$ cat src/rtl/wpsr_pkg.sv
// Shared definitions for the write-protect and status register unit.
// Assumes an 8-bit status byte with fixed bit positions.
package wpsr_pkg;
    typedef enum logic [1:0] {
        BP_NONE    = 2'b00,
        BP_QUARTER = 2'b01,
        BP_HALF    = 2'b10,
        BP_ALL     = 2'b11
    } bp_level_e;

    localparam int SR_W     = 8;
    localparam int ST_RDY   = 0;
    localparam int ST_WEL   = 1;
    localparam int ST_BP0   = 2;
    localparam int ST_BP1   = 3;
    localparam int ST_LOCK  = 7;
endpackage

$ cat src/rtl/wpsr_range_chk.sv
// Block-protect range compare. Says whether an address falls inside the
// region selected by the two block-protect bits. Assumes the region is the
// top quarter, the top half or the whole of a power-of-two array, so only
// the two address MSBs matter.
module wpsr_range_chk #(
    parameter int ADDR_W = 13
) (
    input  logic [1:0]        bp,
    input  logic [ADDR_W-1:0] addr,
    output logic              hit
);
    import wpsr_pkg::*;

    localparam int TOP = ADDR_W - 1;

    logic [1:0] msb2;
    assign msb2 = addr[TOP -: 2];

    // Decode protection level into a hit on the two address MSBs.
    always_comb begin
        unique case (bp_level_e'(bp))
            BP_NONE:    hit = 1'b0;
            BP_QUARTER: hit = (msb2 == 2'b11);
            BP_HALF:    hit = msb2[1];
            default:    hit = 1'b1;
        endcase
    end
endmodule

$ cat src/rtl/wpsr_wel_latch.sv
// Write-enable latch. An enable command arms the latch and frame end
// commits it. A disable command clears it, and so does completion of a
// write cycle (busy falling). Commands are ignored while busy. Assumes all
// command strobes last one cycle.
module wpsr_wel_latch (
    input  logic clk,
    input  logic por_n,
    input  logic rst_n,
    input  logic cmd_wren,
    input  logic cmd_wrdi,
    input  logic frame_end,
    input  logic busy,
    output logic wel
);
    logic armed;
    logic busy_q;

    // Track busy, arm on enable, commit at frame end, clear on disable or cycle end.
    always_ff @(posedge clk) begin
        if (!por_n || !rst_n) begin
            wel    <= 1'b0;
            armed  <= 1'b0;
            busy_q <= 1'b0;
        end else begin
            busy_q <= busy;
            if (busy_q && !busy) begin
                wel   <= 1'b0;
                armed <= 1'b0;
            end else if (!busy) begin
                if (cmd_wrdi) begin
                    wel   <= 1'b0;
                    armed <= 1'b0;
                end else if (cmd_wren) begin
                    armed <= 1'b1;
                end else if (frame_end) begin
                    if (armed) wel <= 1'b1;
                    armed <= 1'b0;
                end
            end
        end
    end

    p_wel_set_at_frame_r2: assert property (@(posedge clk) disable iff (!por_n || !rst_n)
        $rose(wel) |-> $past(frame_end));

    p_wel_disable_r3: assert property (@(posedge clk) disable iff (!por_n || !rst_n)
        (cmd_wrdi && !busy) |=> !wel);

    p_wel_cycle_end_r7: assert property (@(posedge clk) disable iff (!por_n || !rst_n)
        $fell(busy) |=> !wel);
endmodule

$ cat src/rtl/wpsr_nv_regs.sv
// Non-volatile status bits (lock and block protect) together with the
// staging of a status write. A write is staged when the command arrives
// with the enable latch set and the lock off. It is dropped if the lock comes
// on or the engine is busy before frame end, and it is applied at frame end.
// Only the power-on reset clears the stored bits.
module wpsr_nv_regs (
    input  logic       clk,
    input  logic       por_n,
    input  logic       rst_n,
    input  logic       cmd_wrsr,
    input  logic [7:0] wr_data,
    input  logic       frame_end,
    input  logic       busy,
    input  logic       wel,
    input  logic       wp_n,
    output logic       lock,
    output logic [1:0] bp,
    output logic       sr_grant
);
    import wpsr_pkg::*;

    logic       hw_lock;
    logic       staged;
    logic [2:0] staged_bits;
    logic       commit;

    assign hw_lock = !wp_n && lock;
    assign commit  = staged && frame_end && !hw_lock && !busy;

    // Stage an accepted status write; drop it on lock, busy or frame end.
    always_ff @(posedge clk) begin
        if (!por_n || !rst_n) begin
            staged      <= 1'b0;
            staged_bits <= '0;
            sr_grant    <= 1'b0;
        end else begin
            sr_grant <= commit;
            if (frame_end || hw_lock || busy) begin
                staged <= 1'b0;
            end else if (cmd_wrsr && wel) begin
                staged      <= 1'b1;
                staged_bits <= {wr_data[ST_LOCK], wr_data[ST_BP1], wr_data[ST_BP0]};
            end
        end
    end

    // Hold the non-volatile bits; only power-on clears them.
    always_ff @(posedge clk) begin
        if (!por_n) begin
            lock <= 1'b0;
            bp   <= 2'b00;
        end else if (rst_n && commit) begin
            lock <= staged_bits[2];
            bp   <= staged_bits[1:0];
        end
    end

    p_nv_frozen_by_lock_r6: assert property (@(posedge clk) disable iff (!por_n || !rst_n)
        (!wp_n && lock) |=> $stable({lock, bp}));

    p_sgrant_needs_wel_r5: assert property (@(posedge clk) disable iff (!por_n || !rst_n)
        sr_grant |-> $past(wel));

    p_sgrant_at_frame_r5: assert property (@(posedge clk) disable iff (!por_n || !rst_n)
        sr_grant |-> $past(frame_end));
endmodule

$ cat src/rtl/wpsr_unit.sv
// Top of the write-protect and status register unit. It builds the status
// byte from the enable latch, the non-volatile bits and the engine busy flag.
// It grants array byte writes that are enabled and outside the protected
// range. Assumes the decoder supplies one-cycle strobes and the engine
// drives busy for the length of each write cycle.
module wpsr_unit #(
    parameter int ADDR_W = 13
) (
    input  logic              clk,
    input  logic              por_n,
    input  logic              rst_n,
    input  logic              cmd_wren,
    input  logic              cmd_wrdi,
    input  logic              cmd_wrsr,
    input  logic [7:0]        wrsr_data,
    input  logic              frame_end,
    input  logic              wp_n,
    input  logic              busy,
    input  logic              arr_req,
    input  logic [ADDR_W-1:0] arr_addr,
    output logic [7:0]        status,
    output logic              arr_grant,
    output logic              sr_grant
);
    import wpsr_pkg::*;

    logic       wel;
    logic       lock;
    logic [1:0] bp;
    logic       in_range;

    wpsr_wel_latch u_wel (
        .clk       (clk),
        .por_n     (por_n),
        .rst_n     (rst_n),
        .cmd_wren  (cmd_wren),
        .cmd_wrdi  (cmd_wrdi),
        .frame_end (frame_end),
        .busy      (busy),
        .wel       (wel)
    );

    wpsr_nv_regs u_nv (
        .clk       (clk),
        .por_n     (por_n),
        .rst_n     (rst_n),
        .cmd_wrsr  (cmd_wrsr),
        .wr_data   (wrsr_data),
        .frame_end (frame_end),
        .busy      (busy),
        .wel       (wel),
        .wp_n      (wp_n),
        .lock      (lock),
        .bp        (bp),
        .sr_grant  (sr_grant)
    );

    wpsr_range_chk #(.ADDR_W(ADDR_W)) u_range (
        .bp   (bp),
        .addr (arr_addr),
        .hit  (in_range)
    );

    // Assemble the status byte; unused bits read 0.
    always_comb begin
        status          = '0;
        status[ST_RDY]  = busy;
        status[ST_WEL]  = wel;
        status[ST_BP0]  = bp[0];
        status[ST_BP1]  = bp[1];
        status[ST_LOCK] = lock;
    end

    // Grant each array byte that is enabled, idle and outside the protected range.
    always_ff @(posedge clk) begin
        if (!por_n || !rst_n) arr_grant <= 1'b0;
        else                  arr_grant <= arr_req && wel && !in_range && !busy;
    end

    p_arr_needs_wel_r4: assert property (@(posedge clk) disable iff (!por_n || !rst_n)
        arr_grant |-> $past(wel));

    p_arr_full_block_r4: assert property (@(posedge clk) disable iff (!por_n || !rst_n)
        (arr_req && bp == 2'b11) |=> !arr_grant);

    p_arr_busy_ignored_r8: assert property (@(posedge clk) disable iff (!por_n || !rst_n)
        (arr_req && busy) |=> !arr_grant);
endmodule

$ cat config.mk
export PLATFORM = sky130hd
export DESIGN_NAME = wpsr_unit
export DESIGN_NICKNAME = d
export VERILOG_FILES = /design/src/rtl/wpsr_pkg.sv /design/src/rtl/wpsr_range_chk.sv /design/src/rtl/wpsr_wel_latch.sv /design/src/rtl/wpsr_nv_regs.sv /design/src/rtl/wpsr_unit.sv
export SDC_FILE = /design/constraint.sdc
export NUM_CORES = 1
export LEC_CHECK = 0
export CAP_MARGIN = 20
export CORE_AREA = 4 4 41 43
export DETAILED_ROUTE_END_ITERATION = 10
export DIE_AREA = 0 0 45 47
export DONT_BUFFER_PORTS = 1
export SLEW_MARGIN = 20
export SYNTH_ARGS = -nofsm -noshare
export SYNTH_HDL_FRONTEND = slang
export SYNTH_SLANG_ARGS = --single-unit
$ cat constraint.sdc
create_clock -name clk -period 1.43 [get_ports clk]
set_input_delay 0.2145 -clock clk [delete_from_list [all_inputs] [get_ports clk]]
set_output_delay 0.2145 -clock clk [all_outputs]
set_load 0.02 [all_outputs]
Yosys cells after proc, flatten, opt, wreduce, memory -nomap -nowiden
Cells that the tools add are included.
Widths: inputs -> output; s select.

operators by class
  add/subtract/negate cells = 0
  equality and inequality tests = 4
  bitwise logic cells = 2
  reductions and logical operators = 28
  magnitude comparators = 0
  $mul = 0
  divide/modulo/power cells = 0
  multiplexer cells = 8
  shift operators = 0

operator list
  kind                number
  $logic_and 1x1->1   10
  $mux 1              7
  $logic_not 1->1     6
  $eq 2x2->1 const B  2
  $reduce_and 2->1    2
  $reduce_and 4->1    1
  $reduce_bool 2->1   2
  $reduce_or 2->1     2
  $logic_or 1x1->1    3
  $pmux 1 s3          1
  $reduce_bool 3->1   1
  $eq 2x1->1 const B  1
  $logic_not 2->1     1
  $ne 2x1->1 const B  1
  $not 1->1           2

word-level totals
  memories = 0
  bits in registers = 12
  bits in read-only memories = 0
  RAM bits = 0
  bits in latches = 0

Logic depth before layout (Yosys ltp)
  depth in word-level cells = 6
  gate-level depth with buffers = 4

By module
A second synthesis with hierarchy kept.

unflattened totals
  cells, all modules = 65
  area, all modules = 603.1 um^2

by module, submodules not included
  module          instances  cells each  area each (um^2)
  wpsr_nv_regs    1          36          370.4
  wpsr_wel_latch  1          15          130.1
  wpsr_unit       1          11          88.8
  wpsr_range_chk  1          3           13.8

Least setup slack after synthesis
Ideal clock, no wire load.

  path type = reg2reg
  from = register u_nv.lock
  to = register u_nv.bp[0]
  arrival time = 953 ps
  slack = 405 ps
  buffers on the path = 0
  setup time = 72 ps
  cell stages (with the launch flop) = 4
  clock period less this slack = 1025 ps
  data required time = 1358 ps
  path through = dfxtp_1 -> nor2b_4 -> nor4_4 -> mux2i_1

between the ends
  longest elaborated chain between the ends = 5

ends and longest elaborated chain
  item                             line                text
  start, declared                  wpsr_nv_regs.sv:16  output logic lock,
  start signal, assigned           wpsr_nv_regs.sv:53  lock <= staged_bits[2];
  $logic_and 1x1->1                wpsr_nv_regs.sv:27  assign hw_lock = !wp_n && lock;
  $logic_not 1->1                  wpsr_nv_regs.sv:28  assign commit = staged && frame_end && !hw_lock && !busy;
  $logic_and 1x1->1 (2 in series)  wpsr_nv_regs.sv:28
  $logic_and 1x1->1                wpsr_nv_regs.sv:52  end else if (rst_n && commit) begin
  end signal, assigned             wpsr_nv_regs.sv:54  bp <= staged_bits[1:0];
  end, declared                    wpsr_nv_regs.sv:17  output logic [1:0] bp,

No other way between the ends.
A chain may end at the register's enable or synchronous reset.

Worst setup path in the final report
  from = register u_nv.lock
  to = register u_nv.bp[1]

The elaborated chain is that of the path after synthesis.

==> summary by stage <==
Status
The flow ran to the end, and the final reports show no timing, DRC or antenna violations.

Yosys
Sequential cells were found to cover 40.5% of the synthesized design area. The number of distinct library cell variants in the gate-level netlist after synthesis is 24. The most used flip-flop cell after synthesis is dfxtp_1.

The Yosys step of the flow raised 0 warnings. Counting flops with an async set or reset pin after synthesis yields a share of 0%. The average size of a mapped cell is roughly 9.1 um^2.

The cell area after synthesis is about 590 um^2. The number of instances in the synthesized netlist is 65. After synthesis the netlist holds a flip-flop and latch count of 12. Counting flops with a built-in enable in the synthesized netlist gives 0.

Clock tree
The clock tree buffer depth is 2. Clock-pin slew was measured on the worst setup and hold paths at 0.07 ns. The number of buffers inserted for hold repair after clock tree synthesis is 0. The post-CTS repair timing setup buffer count is 0. The clock latency on the worst-skew pair is about 0.26 ns. The CTS tree is yes. The tree is rooted in a clkbuf_4. The number of cells upsized or downsized after cts is 0. The H-tree level count is 1.

The clock sink count is 12. Buffers inserted during clock tree synthesis total 3.

Timing
In the final timing run, aggregate negative setup slack is 0 ns. The final hold violation count is 0. The max-slew violation count is 0. Setup violations remaining at the end of the flow were counted as 0. Across the routed clock network, the largest skew measured is 0.00113 ns. For the finished layout, the period the worst path requires is roughly 1.1 ns. The share of the cycle needed by the critical path after routing is 77.1%.

Setup repair after global routing left no endpoint under its margin. The highest clock frequency the design can meet is between 900 and 1000 MHz.

Placement
The post-detailed-placement half-perimeter wirelength is roughly 870 um. The placer's final routability congestion estimate is about 0.65. The count of buffers added on input and output ports is 0.

Global routing
Global routing used roughly an eighth of the available tracks across all layers. The largest net degree at the start of global routing is 12. The number of global-route vias before repair is 400. The first global-routing pass estimated about 1800 um of wire. The number of antenna violations at the first check in global routing came to 0. The remaining global-route overflow is 0.

Finish
The proportion of layout cells with a drive suffix above 1 is approximately 14%. The layout-stage area growth over the synthesis result is 0%. The top cell types in the final layout, fill and taps aside, are dfxtp_1, nand2_1, a21oi_1, nor2_1, o21ai_0. For this run, the post-layout net count is slightly below 100.

The library cell used most frequently in the layout, excluding fill and tap cells, is dfxtp_1. The total of fill cells in the finished design is 130. The number of antenna diodes in the final layout is 0.

Route
The post-detailed-route DRC marker count is 0. The total detailed-routing wirelength is between 1000 and 1500 um. The number of nets with antenna violations after detailed routing is 0.

Summing over every cut layer, the via total after detailed routing is between 400 and 500. The first routing iteration left 6 violations. The first-pass iteration count of the detailed router is 4. After detailed routing, the average wire length per cell comes to approximately 14 um. The via count normalized by instance count is between 5 and 6.

Floorplanning
Measured along the x axis, the die boundary spans 45 um. In this run the vertical extent of the chip is between 40 and 50 um. The I/O pin count is between 40 and 50. The total die area is approximately 0.0021 mm^2. In this run the core area contains 13 standard-cell rows. The region available for standard cell placement spans 0.00130 mm^2. The initial utilization of the core area, before any placement, comes to a little under half.

Critical path
The data required time at the worst endpoint is between 1.5 and 2 ns. The worst setup path is launched from a flip-flop. The data arrival at the endpoint of the critical path is 1.30 ns. The type of the worst setup path is reg2reg. The type of destination of the critical path is a flip-flop. The biggest fanout along the worst timing path is 5.

Flow run
The reported max-cap violation count is 0.

Pwr
For this design the static power due to leakage is between 0.00015 and 0.0002 uW. The total power consumption of the routed design is 558 uW. The worst IR drop on VDD is around 0.00043 V. The areal power density over the cells is 940 mW/mm^2.

Min path
The min-delay analysis places its worst path in the category in2reg.
-- routing by layer --
layer	part of all wire (%)	GRT usage (%)
met1	40	12.0
met2	47	19.5
met3	11	6.51
met4	0.92	7.02
met5	0	0
-- cells in the mapped netlist, drive strengths merged, types with 2 or more instances --
cell     n  area [um^2]
o21ai    4         20.0
nor2b    2         20.0
mux2i    3         30.0
nand3    3         15.0
a21oi    5         25.0
dfxtp   12          240
nand2    9         33.8
nor3     2         10.0
buf      8         63.8
nor2     4         15.0
nand3b   2         15.0
-- registers in the layout, summed over array words and instances, names as in the netlist --
signal            cells
arr_grant             1
u_nv.bp               2
u_nv.lock             1
u_nv.sr_grant         1
u_nv.staged           1
u_nv.staged_bits      3
u_wel.armed           1
u_wel.busy_q          1
u_wel.wel             1
-- layout make-up --
class                           count  area [um^2]  share of cell area [%]
Multi-Input combinational cell     46          293                    49.4
Sequential cell                    12          240                    40.5
Clock buffer                        3         22.5                    3.80
Tap cell                           15         18.8                    3.16
Timing Repair Buffer                2         15.0                    2.53
Inverter                            1         3.75                   0.633
-- per-stage QoR --
step           area [um^2]  utilization, %  cells  setup slack [ns]  hold slack, ns
2_1_floorplan          601               -     67             0.405           0.310
3_3_place_gp           571            43.8     76             0.323           0.313
3_5_place_dp           571            43.8     76             0.317           0.324
4_1_cts                593            45.6     79             0.298          0.0401
5_1_grt                593            45.6     79             0.217          0.0426
6_report               593            45.6     79             0.328          0.0444
-- critical path, cell delays in order (launching register included) --
cell and delay (ns):
dfxtp_1 0.31, nor2b_4 0.14, nor4_4 0.36, mux2i_1 0.22
-- report_power, final --
part           internal (uW)  total [uW]  switching, uW
Combinational           7.92        22.6           14.7
Clock                   97.1         199            101
Sequential               336         336          0.886
Total                    441         558            117
-- cells by family (layout without fill, tap and decap cells) --
| logic type | Yosys count | count (layout) | share of synthesized area [%] |
|---|---|---|---|
| other cells | 1 | 3 | 0.632 |
| compound gates | 12 | 12 | 13.1 |
| mux | 3 | 3 | 5.06 |
| simple gates | 28 | 28 | 29.3 |
| buf+inv | 9 | 6 | 11.4 |
| flops | 12 | 12 | 40.5 |
-- final timing paths --
check	from	to	slack, ns	cells past startpoint
setup / recovery	u_nv.lock$_SDFFE_PN0P_	u_nv.bp[1]$_SDFFE_PN0P_	0.33	3
hold / removal	arr_addr[12]	arr_grant$_SDFF_PP0_	0.04	1
hold reg to reg	u_nv.staged_bits[2]$_SDFFE_PP0P_	u_nv.lock$_SDFFE_PN0P_	0.46	2
setup reg to reg	u_nv.lock$_SDFFE_PN0P_	u_nv.bp[1]$_SDFFE_PN0P_	0.33	3
Power figures use the tool's default switching activity.
